--- config.mk ---
export PLATFORM = sky130hd
export DESIGN_NAME = bp_top
export DESIGN_NICKNAME = d
export VERILOG_FILES = /design/src/rtl/bp_pkg.sv /design/src/rtl/bp_static_rule.sv /design/src/rtl/bp_ras.sv /design/src/rtl/bp_btb.sv /design/src/rtl/bp_top.sv
export SDC_FILE = /design/constraint.sdc
export NUM_CORES = 2
export LEC_CHECK = 0
export BUFFER_PORTS_ARGS = -buffer_cell sky130_fd_sc_hd__clkbuf_2
export CAP_MARGIN = 10
export CORE_MARGIN = 1.5
export CORE_UTILIZATION = 50
export DETAILED_ROUTE_END_ITERATION = 10
export PLACE_DENSITY = 0.66
export SLEW_MARGIN = 10
export SYNTH_ARGS = -nofsm -noshare
export SYNTH_HDL_FRONTEND = slang
export SYNTH_SLANG_ARGS = --single-unit
--- constraint.sdc ---
create_clock -name clk -period 7.25 [get_ports clk]
set_input_delay 1.0875 -clock clk [delete_from_list [all_inputs] [get_ports clk]]
set_output_delay 1.0875 -clock clk [all_outputs]
set_load 0.005 [all_outputs]
--- src/rtl/bp_pkg.sv ---
package bp_pkg;

  typedef enum logic [2:0] {
    BR_COND   = 3'd0,
    BR_UNCOND = 3'd1,
    BR_CALL   = 3'd2,
    BR_RET    = 3'd3,
    BR_IND    = 3'd4
  } br_class_e;

  localparam logic [1:0] CTR_WEAK_NT = 2'b01;

  // Two-bit saturating step.
  function automatic logic [1:0] ctr_step(input logic [1:0] c, input logic up);
    if (up) return (c == 2'b11) ? c : c + 2'b01;
    else    return (c == 2'b00) ? c : c - 2'b01;
  endfunction

endpackage

--- src/rtl/bp_static_rule.sv ---
module bp_static_rule
  import bp_pkg::*;
(
  input  logic [2:0] cls,
  input  logic       disp_neg,
  output logic       taken
);

  always_comb begin
    unique case (cls)
      BR_COND:                   taken = disp_neg;
      BR_UNCOND, BR_CALL, BR_RET: taken = 1'b1;
      default:                   taken = 1'b0;
    endcase
  end

endmodule

--- src/rtl/bp_ras.sv ---
module bp_ras #(
  parameter int DEPTH = 16,
  parameter int AW    = 16
) (
  input  logic          clk,
  input  logic          rst_n,
  input  logic          push,
  input  logic          pop,
  input  logic [AW-1:0] push_data,
  output logic [AW-1:0] top
);

  localparam int PW = (DEPTH > 1) ? $clog2(DEPTH) : 1;

  logic [AW-1:0] slot [DEPTH];
  logic [PW-1:0] ptr;
  logic [PW-1:0] ptr_m1;

  assign ptr_m1 = ptr - 1'b1;
  assign top    = slot[ptr_m1];

  always_ff @(posedge clk) begin
    if (!rst_n) begin
      ptr <= '0;
      for (int i = 0; i < DEPTH; i++) slot[i] <= '0;
    end else if (push) begin
      slot[ptr] <= push_data;
      ptr       <= ptr + 1'b1;
    end else if (pop) begin
      ptr <= ptr_m1;
    end
  end

endmodule

--- src/rtl/bp_btb.sv ---
module bp_btb
  import bp_pkg::*;
#(
  parameter int SETS   = 4,
  parameter int WAYS   = 2,
  parameter int HIST_W = 4,
  parameter int TAG_W  = 14,
  parameter int AW     = 16
) (
  input  logic                         clk,
  input  logic                         rst_n,
  input  logic [$clog2(SETS)-1:0]      lk_idx,
  input  logic [TAG_W-1:0]             lk_tag,
  output logic                         lk_hit,
  output logic [HIST_W-1:0]            lk_hist,
  output logic                         lk_ctr_msb,
  output logic [AW-1:0]                lk_target,
  input  logic                         spec_en,
  input  logic                         spec_bit,
  input  logic                         rs_valid,
  input  logic [$clog2(SETS)-1:0]      rs_idx,
  input  logic [TAG_W-1:0]             rs_tag,
  input  logic                         rs_taken,
  input  logic                         rs_mispred,
  input  logic [HIST_W-1:0]            rs_hist,
  input  logic [AW-1:0]                rs_target
);

  localparam int CTRS  = 1 << HIST_W;
  localparam int WAY_W = (WAYS > 1) ? $clog2(WAYS) : 1;

  logic              vld  [SETS][WAYS];
  logic [TAG_W-1:0]  tagm [SETS][WAYS];
  logic [AW-1:0]     tgtm [SETS][WAYS];
  logic [HIST_W-1:0] hist [SETS][WAYS];
  logic [1:0]        ctr  [SETS][WAYS][CTRS];
  logic [WAY_W-1:0]  rr   [SETS];

  logic [WAY_W-1:0]  lk_way;
  logic              rs_hit;
  logic [WAY_W-1:0]  rs_way;
  logic [WAY_W-1:0]  victim;
  logic              free_found;

  // Lookup port match.
  always_comb begin
    lk_hit = 1'b0;
    lk_way = '0;
    for (int w = 0; w < WAYS; w++) begin
      if (vld[lk_idx][w] && tagm[lk_idx][w] == lk_tag) begin
        lk_hit = 1'b1;
        lk_way = WAY_W'(w);
      end
    end
  end

  assign lk_hist    = lk_hit ? hist[lk_idx][lk_way] : '0;
  assign lk_ctr_msb = lk_hit & ctr[lk_idx][lk_way][lk_hist][1];
  assign lk_target  = tgtm[lk_idx][lk_way];

  // Resolve port match and victim choice.
  always_comb begin
    rs_hit = 1'b0;
    rs_way = '0;
    for (int w = 0; w < WAYS; w++) begin
      if (vld[rs_idx][w] && tagm[rs_idx][w] == rs_tag) begin
        rs_hit = 1'b1;
        rs_way = WAY_W'(w);
      end
    end
  end

  always_comb begin
    victim     = rr[rs_idx];
    free_found = 1'b0;
    for (int w = 0; w < WAYS; w++) begin
      if (!free_found && !vld[rs_idx][w]) begin
        victim     = WAY_W'(w);
        free_found = 1'b1;
      end
    end
  end

  always_ff @(posedge clk) begin
    if (!rst_n) begin
      for (int s = 0; s < SETS; s++) begin
        rr[s] <= '0;
        for (int w = 0; w < WAYS; w++) begin
          vld[s][w]  <= 1'b0;
          tagm[s][w] <= '0;
          tgtm[s][w] <= '0;
          hist[s][w] <= '0;
          for (int c = 0; c < CTRS; c++) ctr[s][w][c] <= CTR_WEAK_NT;
        end
      end
    end else begin
      // Speculative shift at prediction time.
      if (spec_en)
        hist[lk_idx][lk_way] <= {hist[lk_idx][lk_way][HIST_W-2:0], spec_bit};
      // Resolve writes come later and win on a shared entry.
      if (rs_valid) begin
        if (rs_hit) begin
          ctr[rs_idx][rs_way][rs_hist] <= ctr_step(ctr[rs_idx][rs_way][rs_hist], rs_taken);
          if (rs_mispred)
            hist[rs_idx][rs_way] <= {rs_hist[HIST_W-2:0], rs_taken};
        end else begin
          vld[rs_idx][victim]  <= 1'b1;
          tagm[rs_idx][victim] <= rs_tag;
          tgtm[rs_idx][victim] <= rs_target;
          hist[rs_idx][victim] <= '0;
          for (int c = 0; c < CTRS; c++) ctr[rs_idx][victim][c] <= CTR_WEAK_NT;
          rr[rs_idx] <= (rr[rs_idx] == WAY_W'(WAYS - 1)) ? '0 : rr[rs_idx] + 1'b1;
        end
      end
    end
  end

endmodule

--- src/rtl/bp_top.sv ---
module bp_top
  import bp_pkg::*;
#(
  parameter int PC_W      = 16,
  parameter int SETS      = 4,
  parameter int WAYS      = 2,
  parameter int HIST_W    = 4,
  parameter int RAS_DEPTH = 16
) (
  input  logic              clk,
  input  logic              rst_n,
  input  logic              lk_valid,
  input  logic [PC_W-1:0]   lk_pc,
  input  logic [2:0]        lk_class,
  input  logic              lk_disp_neg,
  input  logic [PC_W-1:0]   lk_static_tgt,
  input  logic [PC_W-1:0]   lk_ret_addr,
  output logic              pr_valid,
  output logic              pr_hit,
  output logic              pr_taken,
  output logic [PC_W-1:0]   pr_target,
  output logic [HIST_W-1:0] pr_hist,
  input  logic              rs_valid,
  input  logic [PC_W-1:0]   rs_pc,
  input  logic              rs_taken,
  input  logic              rs_mispred,
  input  logic [HIST_W-1:0] rs_hist,
  input  logic [PC_W-1:0]   rs_target
);

  localparam int IDX_W = $clog2(SETS);
  localparam int TAG_W = PC_W - IDX_W;

  logic            btb_hit;
  logic            btb_msb;
  logic [PC_W-1:0] btb_tgt;
  logic            static_taken;
  logic [PC_W-1:0] ras_top;
  logic            is_call;
  logic            is_ret;

  assign is_call = (lk_class == BR_CALL);
  assign is_ret  = (lk_class == BR_RET);

  bp_btb #(
    .SETS(SETS), .WAYS(WAYS), .HIST_W(HIST_W), .TAG_W(TAG_W), .AW(PC_W)
  ) u_btb (
    .clk        (clk),
    .rst_n      (rst_n),
    .lk_idx     (lk_pc[IDX_W-1:0]),
    .lk_tag     (lk_pc[PC_W-1:IDX_W]),
    .lk_hit     (btb_hit),
    .lk_hist    (pr_hist),
    .lk_ctr_msb (btb_msb),
    .lk_target  (btb_tgt),
    .spec_en    (lk_valid & btb_hit),
    .spec_bit   (btb_msb),
    .rs_valid   (rs_valid),
    .rs_idx     (rs_pc[IDX_W-1:0]),
    .rs_tag     (rs_pc[PC_W-1:IDX_W]),
    .rs_taken   (rs_taken),
    .rs_mispred (rs_mispred),
    .rs_hist    (rs_hist),
    .rs_target  (rs_target)
  );

  bp_static_rule u_static (
    .cls      (lk_class),
    .disp_neg (lk_disp_neg),
    .taken    (static_taken)
  );

  bp_ras #(.DEPTH(RAS_DEPTH), .AW(PC_W)) u_ras (
    .clk       (clk),
    .rst_n     (rst_n),
    .push      (lk_valid & is_call),
    .pop       (lk_valid & is_ret),
    .push_data (lk_ret_addr),
    .top       (ras_top)
  );

  assign pr_valid  = lk_valid;
  assign pr_hit    = btb_hit;
  assign pr_taken  = btb_hit ? btb_msb : static_taken;
  assign pr_target = is_ret ? ras_top : (btb_hit ? btb_tgt : lk_static_tgt);

endmodule

==> impl_metrics.ini <==
[run_status]
run_status = finished clean

[clock_tree]
tritoncts = done
clock-root-buffer = sky130_fd_sc_hd__clkbuf_16
clk_path_buf_depth = 3
cts_buffers = 86
hold_buffers = 0
clkSlewWorstSetupHoldPaths_ps = 60
numClockSinks = 800
later_pin_clock_latency_in_the_skew_report_ps = 670
ctsHtreeMaxLevel = 3
cts_repair_resizes = 0
cts_setup_buffers = 0

[global_routing]
grt.total_usage_pct = 27.1
total_grt_overflow = 0
wire_length_of_the_first_global_routing_pass_mm = 165
antenna_found_initial = 8
grt_start_max_net_pins = 66
first_global_vias = 26000

[sta]
relSlewSlack_pct = 17.3
final_hold_viol_count = 0
maxClockFrequency_mhz = 152
finalCritPeriodShare_pct = 90.7
setup_ws_ps = 671
transition_time_at_the_pin_with_the_least_slew_margin_ps = 1240
grt_setup_unrepaired = no
hold_ws_ps = 491
final.setup.tns_ps = 0
timing.clock.skew_ps = 46.6
period_needed_ps = 6580
endpoints_failing_setup = 0
timing_max_transition_violations_final = 0

[logic_synthesis]
async_reset_ff_share_pct = 0
synth_ff_type = sky130_fd_sc_hd__edfxtp_1
yosys-top-cells-area = sky130_fd_sc_hd__edfxtp_1 (58%), sky130_fd_sc_hd__mux4_2 (16%), sky130_fd_sc_hd__and2_1 (6.9%)
synth-seq-cells = 800
synth_enable_flop_cells = 785
cell_count_after_synthesis = 2866
synthesis.yosys.warnings = 0
synth.avg_cell_area_um2 = 14.1
ys_types = 70
register_area_share_after_synthesis_pct = 59.2
synthesis.area_mm2 = 0.0403
synth.top_cell.area_share_pct = 58.4
yosys.area.top_type = sky130_fd_sc_hd__edfxtp_1
synth.net_count = 2965

[power]
p_leak_nw = 15.3
finalPower_mw = 10.7
ir_drop_worst_vdd_mv = 0.210
pwr_density_cell_mw_per_mm2 = 239

[run]
timing.max_cap.violations = 0

[layout]
utilization_pct = 56.3
layoutNonFillerInstCount = 4042
fillCellCount = 6373
final_design_area_no_fill_mm2 = 0.0447
layout-drive-gt1-share_pct = 22.3
final_net_count = 3017
synthesis_to_finish_area_growth_pct = 10.8

[setup_path]
crit_start = lk_pc[1]
setup.reg_to_reg.worst_slack_ps = 3000
critPathKind = input pin to primary output
timing.critical_path.arrival_ps = 5490
worst-endpoint-required_ps = 6160
timing.critical_path.cells = buf_6 -> buf_4 -> nand2_1 -> o32ai_1 -> nand4_1 -> nor4_1 -> o21a_1 -> o31a_1 -> o21ai_0 -> a221oi_2 -> o21ai_0 -> buf_4 -> clkbuf_2
rr_startpoint = u_btb.tagm[0][11]$_SDFFCE_PN0P_
timing.critical_path.to_type = primary output
worst_path_max_delay_cell = sky130_fd_sc_hd__nor4_1
worst-path-max-fanout = 51
critical_path.startpoint_type = input pin
critical_path.max_stage_delay_ps = 820

[placed_design]
post-place-cells = 3880
place.gp.congestion = 0.916
port-buffer-count = 116
pre_cts_slack_ps = 914
place.detailed.hpwl_mm = 72.0
placed_area_mm2 = 0.0419

[route]
drt-initial-drc-count = 3301
totalWireLength_mm = 110
route.detailed.wl_per_inst_um = 27.3
post-route-drc-count = 0
antenna_left = 0
drt_first_pass_iters = 6
vias_per_cell = 6.33
via_count = 25600

[floorplan]
dieHeight_um = 287
die-area_mm2 = 0.0824
num_rows = 103
core_area_mm2 = 0.0794
start_util_pct = 50.8
die_w_um = 287
io_pins = 117

[min_path]
min_path_type = register to register
worstHoldStart = u_btb.vld[3][1]$_DFF_P_
per-layer routing:
metal	vias up	GRT usage, %	share of wire, %
li1	10900	-	-
met5	-	0	0.033
met3	222	4.58	9.8
met2	1400	44.0	49
met4	6	9.51	3.0
met1	13000	37.1	38
cell families after synthesis:
| family | after synthesis | share of synthesized area, % |
|---|---|---|
| AO/OA/AOI/OAI | 344 | 4.90 |
| XOR/XNOR | 66 | 1.43 |
| adder cells (fa/ha/maj) | 7 | 0.217 |
| buffers and inverters | 246 | 2.75 |
| flip-flops | 800 | 59.2 |
| multiplexers | 348 | 17.4 |
| AND/OR/NAND/NOR | 1055 | 14.1 |
final timing paths:
check | end | cells past startpoint
setup / recovery | pr_taken | 13
hold reg to reg | u_btb.vld[3][1]$_DFF_P_ | 2
hold / removal | u_btb.vld[3][1]$_DFF_P_ | 2
setup reg to reg | u_btb.ctr[3][33]$_SDFFCE_PN0P_ | 9
cell type report:
cell class                      instances  area, µm²  area share [%]
Antenna cell                            8       20.0          0.0448
Clock buffer                          110       2310            5.18
Clock inverter                         44        423           0.946
Inverter                               13       48.8           0.109
Multi-Input combinational cell       1820      15500            34.6
Sequential cell                       800      23900            53.4
Tap cell                             1050       1310            2.94
Timing Repair Buffer                  197       1220            2.74
Yosys cell counts (all sizes together), types with 8 or more instances:
library cell,instances
a211oi,8
a21oi,31
and2,447
and3,67
buf,79
clkbuf,154
dfxtp,15
edfxtp,785
inv,13
mux2,10
mux2i,58
mux4,280
nand2,229
nand2b,18
nand3,42
nand3b,9
nand4,19
nor2,169
nor2b,8
nor3,23
o21ai,253
o31ai,10
xnor2,54
xor2,12
placed cells by master (no fill, tap or decap), types with 11 or more instances in the layout:
master	count
sky130_fd_sc_hd__xor2_1	12
sky130_fd_sc_hd__nor3_1	12
sky130_fd_sc_hd__clkinv_1	17
sky130_fd_sc_hd__a21oi_1	11
sky130_fd_sc_hd__inv_1	13
sky130_fd_sc_hd__dfxtp_1	14
sky130_fd_sc_hd__and2_1	445
sky130_fd_sc_hd__buf_4	82
sky130_fd_sc_hd__nand4_1	19
sky130_fd_sc_hd__clkbuf_1	19
sky130_fd_sc_hd__nand2b_1	18
sky130_fd_sc_hd__and3_1	67
sky130_fd_sc_hd__mux2i_1	58
sky130_fd_sc_hd__xnor2_1	52
sky130_fd_sc_hd__clkbuf_2	111
sky130_fd_sc_hd__nand3_1	42
sky130_fd_sc_hd__clkbuf_16	88
sky130_fd_sc_hd__clkinv_2	15
sky130_fd_sc_hd__nand2_1	229
sky130_fd_sc_hd__o21ai_0	215
sky130_fd_sc_hd__o21ai_1	30
sky130_fd_sc_hd__mux4_2	280
sky130_fd_sc_hd__a21oi_2	20
sky130_fd_sc_hd__edfxtp_1	785
sky130_fd_sc_hd__nor2_1	163
sequential cells by signal, summed over array words and instances, names as in the netlist:
| register | flops |
|---|---|
| u_btb.ctr | 256 |
| u_ras.slot | 256 |
| u_btb.tgtm | 128 |
| u_btb.tagm | 112 |
| u_btb.hist | 32 |
| u_btb.vld | 8 |
| u_btb.rr | 4 |
| u_ras.ptr | 4 |
worst max-delay path, delay by kind of cell:
family	cells	cell delay (ps)
AOI/OAI and AO/OA	6	2050
buffers and inverters	4	1240
and+or+nand+nor	3	1050
where the power goes:
group	internal (mW)	switching [mW]	total, mW
Sequential	5.25	0.0664	5.31
Clock	2.42	1.86	4.27
Combinational	0.404	0.679	1.08
Note: power is estimated with default switching activity, not from simulation.
